===== config.mk =====
export PLATFORM = sky130hd
export DESIGN_NAME = status_srq
export DESIGN_NICKNAME = d
export VERILOG_FILES = /design/src/rtl/status_srq.sv
export SDC_FILE = /design/constraint.sdc
export NUM_CORES = 1
export LEC_CHECK = 0
export ABC_AREA = 0
export BUFFER_PORTS_ARGS = -buffer_cell sky130_fd_sc_hd__buf_2
export CELL_PAD_IN_SITES_DETAIL_PLACEMENT = 2
export CELL_PAD_IN_SITES_GLOBAL_PLACEMENT = 2
export CORE_MARGIN = 1.5
export CORE_UTILIZATION = 21
export CTS_CLUSTER_DIAMETER = 50
export DETAILED_ROUTE_END_ITERATION = 6
export GPL_ROUTABILITY_DRIVEN = 1
export PLACE_DENSITY = 0.79
export SYNTH_ARGS = -nofsm -noshare
export SYNTH_HDL_FRONTEND = slang
export SYNTH_SLANG_ARGS = --single-unit

===== constraint.sdc =====
create_clock -name clk -period 1.1 [get_ports clk]
set_input_delay 0.11 -clock clk [delete_from_list [all_inputs] [get_ports clk]]
set_output_delay 0.11 -clock clk [all_outputs]
set_load 0.01 [all_outputs]

===== src/rtl/status_srq.sv =====
module status_srq #(
  parameter int W       = 8,
  parameter int EW      = 8,
  parameter int ERR_BIT = 2,
  parameter int MAV_BIT = 4,
  parameter int ESB_BIT = 5,
  parameter int MSS_BIT = 6
) (
  input  logic          clk,
  input  logic          rst_n,
  input  logic          err_pending,
  input  logic          msg_ready,
  input  logic [EW-1:0] evt_status,
  input  logic [EW-1:0] evt_enable,
  input  logic          reg_addr,
  input  logic          reg_wr,
  input  logic [W-1:0]  reg_wdata,
  input  logic          poll_rd,
  output logic [W-1:0]  reg_rdata,
  output logic          srq
);
  localparam logic [W-1:0] MSS_ONE = W'(1) << MSS_BIT;

  logic [W-1:0] base_q, base_d, mask_q, live_mask, rise, stb;
  logic         mss;

  always_comb begin
    base_d          = '0;
    base_d[ERR_BIT] = err_pending;
    base_d[MAV_BIT] = msg_ready;
    base_d[ESB_BIT] = |(evt_status & evt_enable);
  end

  assign live_mask = mask_q & ~MSS_ONE;
  assign rise      = base_d & ~base_q & live_mask;
  assign mss       = |(base_q & live_mask);
  assign stb       = base_q | (mss ? MSS_ONE : '0);
  assign reg_rdata = (reg_addr && !poll_rd) ? mask_q : stb;

  always_ff @(posedge clk) begin
    if (!rst_n) begin
      base_q <= '0;
      mask_q <= '0;
      srq    <= 1'b0;
    end else begin
      base_q <= base_d;
      if (reg_wr) mask_q <= reg_wdata;
      if (|rise)        srq <= 1'b1;
      else if (poll_rd) srq <= 1'b0;
    end
  end

  AST_UNUSED_ZERO: assert property (@(posedge clk) disable iff (!rst_n)
    (stb[0] == 1'b0) && (stb[1] == 1'b0) && (stb[3] == 1'b0) && (stb[7] == 1'b0));
  AST_ERR_TRACK: assert property (@(posedge clk) disable iff (!rst_n)
    err_pending |=> stb[ERR_BIT]);
  AST_MASK_WRITE: assert property (@(posedge clk) disable iff (!rst_n)
    reg_wr |=> mask_q == $past(reg_wdata));
  AST_SRQ_CAUSE: assert property (@(posedge clk) disable iff (!rst_n)
    $rose(srq) |-> stb[MSS_BIT]);
  AST_SRQ_HOLD: assert property (@(posedge clk) disable iff (!rst_n)
    (srq && !poll_rd) |=> srq);
endmodule


==> Word level (Yosys, flattened, before mapping) <==
Cells that the tools add are included.
{ "word_totals": {"regBits": 17, "input_bits": 31, "wordCells": 20} }
{ "op_classes": {"bitwise": 6, "mux": 4, "n_reduce_logical": 6} }
{ "op_table": {"columns": ["op", "count"], "rows": [
  ["8-bit bitwise AND", 3],
  ["8-bit OR reduction", 3],
  ["6-bit by 8-bit bitwise AND with 8-bit output", 1],
  ["8-bit two-way mux", 1],
  ["8-bit inverter", 1],
  ["8-bit by 7-bit bitwise OR with 8-bit output", 1],
  ["7-bit two-way mux", 1],
  ["1-bit two-way mux", 2],
  ["2-bit nonzero test", 1],
  ["1-bit logical AND", 1],
  ["1-bit logical NOT", 1]
]} }

==> Logic depth before layout (Yosys ltp) <==
{ "logic_depth": {"word_depth": 6, "depth_mapped": 3, "mapped_depth_nobuf": 3} }

==> Worst setup path after synthesis <==
No wires, ideal clock.
{ "synth_path": {"path_type": "register to output", "from": "register base_q[2]", "to": "output reg_rdata[6]", "arrival_ps": 750, "setup_slack_ps": 240, "n_path_buf": 0, "stages_incl_launch_ff": 3, "cell_sequence": "dfxtp_1 -> a222oi_1 -> a21oi_1"} }
{ "synth_via": {"elab_chain_len": 5} }
{ "synth_lines": {"columns": ["item", "line", "source"], "rows": [
  ["start: declaration", "24", "logic [W-1:0] base_q, base_d, mask_q, live_mask, rise, stb;"],
  ["start signal: assignment", "46", "base_q <= base_d;"],
  ["8-bit bitwise AND", "36", "assign mss = |(base_q & live_mask);"],
  ["8-bit OR reduction", "36", null],
  ["7-bit two-way mux", "37", "assign stb = base_q | (mss ? MSS_ONE : '0);"],
  ["8-bit by 7-bit bitwise OR with 8-bit output", "37", null],
  ["8-bit two-way mux", "38", "assign reg_rdata = (reg_addr && !poll_rd) ? mask_q : stb;"],
  ["end: declaration", "19", "output logic [W-1:0] reg_rdata,"]
]} }
Every way passes these cells.

==> Worst setup path in the final report <==
{ "layout_path": {"from": "register mask_q[2]", "to": "output reg_rdata[6]"} }
{ "layout_via": {"elab_chain_len": 5} }
{ "layout_lines": {"columns": ["item", "line", "source"], "rows": [
  ["start: declaration", "24", null],
  ["start signal: assignment", "47", "if (reg_wr) mask_q <= reg_wdata;"],
  ["8-bit bitwise AND", "36", null],
  ["8-bit OR reduction", "36", null],
  ["7-bit two-way mux", "37", null],
  ["8-bit by 7-bit bitwise OR with 8-bit output", "37", null],
  ["8-bit two-way mux", "38", null]
]} }
Every way passes these cells.

==> metrics.md <==
| Metric | Value |
|---|---|
| Outcome | complete, but fails checks |
| Failing checks | negative setup slack |
| Initial antenna violation count | 0 |
| Synth area leaders | dfxtp_1 (41%), mux2i_1 (14%), nor2b_1 (9.6%), a22oi_2 (6.4%), and2_1 (6.4%) |
| ANT nets after route | 0 |
| Global Route Usage Sum | 13.24% |
| Ports | 40 |
| CP max-delay cell | a222oi_1 |
| Starting density of the core | between 20% and 30% |
| Detailed placement HPWL | 1.506 mm |
| Fillers | 312 |
| Final period util | 120.1% |
| Register share of total power | 51.4% |
| P per Cell Area | 1109 nW/um^2 |
| Sequential area share after synthesis | 40.94% |
| Syn Inst Count | 62 |
| Placer congestion estimate | slightly above 0.8 |
| CTS tree | done |
| P&R area growth vs syn | 43.92% |
| Critical path required time | 990 ps |
| First-pass GRT wire length | 3.139 mm |
| Pin count of the biggest net entering global routing | 14 |
| Synth area leader | dfxtp_1 |
| CP max FO | 2 |
| Comb pwr share | between 20% and 30% |
| Dpl cell area | 808.3 um^2 |
| Drt initial violations | 8 |
| CP cell instances | a222oi_1 -> a21oi_1 -> buf_2 |
| Wire per inst | 14.50 um |
| Area fraction of the dominant cell type after synthesis | 40.94% |
| Post-layout util | about 33% |
| Layout cell share with drive strength beyond 1 | 49.51% |
| Die ar. | 3120 um^2 |
| H-tree depth | 1 |
| PnR worst setup slack | -221.4 ps |
| Leakage | 0.4288 nW |
| Die height | 55.86 um |
| Fmax | 756.8 MHz |
| CP Class | flop to output pin |
| Number of global-route vias before repair | ~670 |
| Net Sw Power | 243.3 uW |
| Yosys reg bits | 12 |
| Syn. warnings | 0 |
| Synthesized net count | 93 |
| Worst setup SP type | flop |
| Max-cap viol count | 0 |
| Post-Syn Area | 586.8 um^2 |
| Worst path max stage delay | 330 ps |
| CTS Hold Buffers Added | 0 |
| Net Sw Frac | 25.97% |
| Die width | around 56 um |
| PortBufs | 39 |
| FP Rows | 18 |
| Worst clock skew | between 2 and 2.5 ps |
| Total Wirelength | 1.929 mm |
| Final instance area | roughly 840 um^2 |
| Clk buf depth | 2 |
| TritonRoute pass-1 iters | 4 |
| Final hold violations | 0 |
| Slew @ Worst Pin | around 290 ps |
| Min-Delay Path Class | input pin to flop |
| Final setup viols | 1 |
| Worst path arrival time | 1210 ps |
| Synthesized area per cell | between 9 and 10 um^2 |
| Vias/cell | roughly 4.8 |
| Worst vdd ir | 0.4964 mV |
| Final Max Tran Viols | 0 |
| TritonCTS buffer count | 3 |
| CTS Sinks | 12 |
| Slew margin rel. | 80.63% |
| Clk network pwr share | 28.0% |
| Reg clk slew, reported paths | about 70 ps |
| Vias post-DR | 633 |
| Core ar. | 2567 um^2 |
| Antenna diodes | 0 |
| Min Tclk post-route | 1321 ps |
| RSZ-0062 raised after global routing | yes |
| Distinct cells, synth | 19 |
| Pint | 693.5 uW |
| Residual DRC | 0 |
| CTS root buffer | clkbuf_4 |
| Worst-Skew Late Latency | 270 ps |
| Nets | 136 |
| GR Overflow Total | 0 |
| Crit. End Element | output pin |
## per-layer routing
metal  wire length (um)  global-route usage [%]  vias to the layer above
met5                  0                       0                        -
met4                 48                   8.163                        0
met1                752                   14.53                      299
li1                   -                       -                      299
met3                122                   2.326                        4
met2               1006                   23.47                       31
## flip-flops by register name (all words and copies together) (netlist names)
| name | flops |
|---|---|
| mask_q | 8 |
| base_q | 3 |
| srq | 1 |
## path summary, 6_finish.rpt
kind | start | to | slack, ps | cells past startpoint
worst max-delay path | mask_q[2]$_SDFFE_PN0P_ | reg_rdata[6] | -220 | 3
worst min-delay path | msg_ready | base_q[4]$_SDFF_PN0_ | 60 | 2
worst max register to register | mask_q[2]$_SDFFE_PN0P_ | srq$_SDFFE_PN0P_ | 110 | 4
worst min register to register | mask_q[1]$_SDFFE_PN0P_ | mask_q[1]$_SDFFE_PN0P_ | 510 | 2
## power by group through the flow
stage                     sequential, mW  clock (mW)  combinational (mW)
final                              0.481       0.263               0.193
after global routing               0.485       0.302               0.217
after CTS                          0.481       0.272               0.194
after detailed placement           0.490           0               0.189
after global placement             0.489           0               0.180
after floorplan                    0.486           0              0.0944
## timing repair
| item | 4_1_cts | 5_1_grt |
|---|---|---|
| pin swaps | 2 | 2 |
| resized for setup | 2 | 2 |
| buffers inserted | 1 | 0 |
| endpoints found under the setup margin | 1 | 3 |
## cells in the mapped netlist
master    count
buf_4         1
nand4_1       1
nand3b_1      2
clkbuf_1      1
a22oi_2       3
nand2b_1      2
a22oi_1       1
nor2b_1       9
mux2i_1       8
and2_1        6
dfxtp_1      12
a222oi_1      1
nor2_1        1
a32o_1        1
and2_2        1
and2b_1       1
nand2_1       9
a21oi_1       1
nand3_1       1
## cells by family after synthesis
group	after synthesis	synth area share [%]
compound gates	7	11.94
buf+inv	2	1.919
flops	12	40.94
mux	8	13.65
simple gates	33	31.56
## final cells by class
cell class / count / area (um^2) / share of cell area, %
sequential: 12 / 244.0 / 28.89
tap: 30 / 37.54 / 4.444
multi-input combinational: 48 / 337.8 / 40.00
clock buffer: 3 / 22.52 / 2.667
timing repair buffer: 40 / 202.7 / 24.00
## per-stage QoR
stage / setup TNS [ps] / worst slack (ps) / total power, mW / cells / hold WS [ps]
after floorplan: 0 / 240.5 / 0.5801 / 62 / 231.7
after CTS: -240.5 / -240.5 / 0.9468 / 133 / 55.84
after global routing: -357.8 / -335.8 / 1.003 / 133 / 53.78
final: -221.4 / -221.4 / 0.9368 / 133 / 56.26
after global placement: 0 / 91.80 / 0.6683 / 129 / 332.1
after detailed placement: 0 / 67.98 / 0.6793 / 129 / 338.4
## cells in the final DEF (no fill, tap or decap), drive strengths merged, types with 2 or more instances in the layout
| cell | count |
|---|---|
| nand2 | 9 |
| and2 | 7 |
| mux2i | 8 |
| nor2b | 9 |
| dfxtp | 12 |
| a22oi | 4 |
| clkbuf | 3 |
| buf | 40 |
| nand3b | 2 |
| nand2b | 2 |
## critical path: cells and delay by family (launching register included)
family,cells,cell delay [ps]
AOI/OAI and AO/OA,2,460
buffers and inverters,1,160
DFF,1,320
Note: power is estimated with default switching activity, not from simulation.
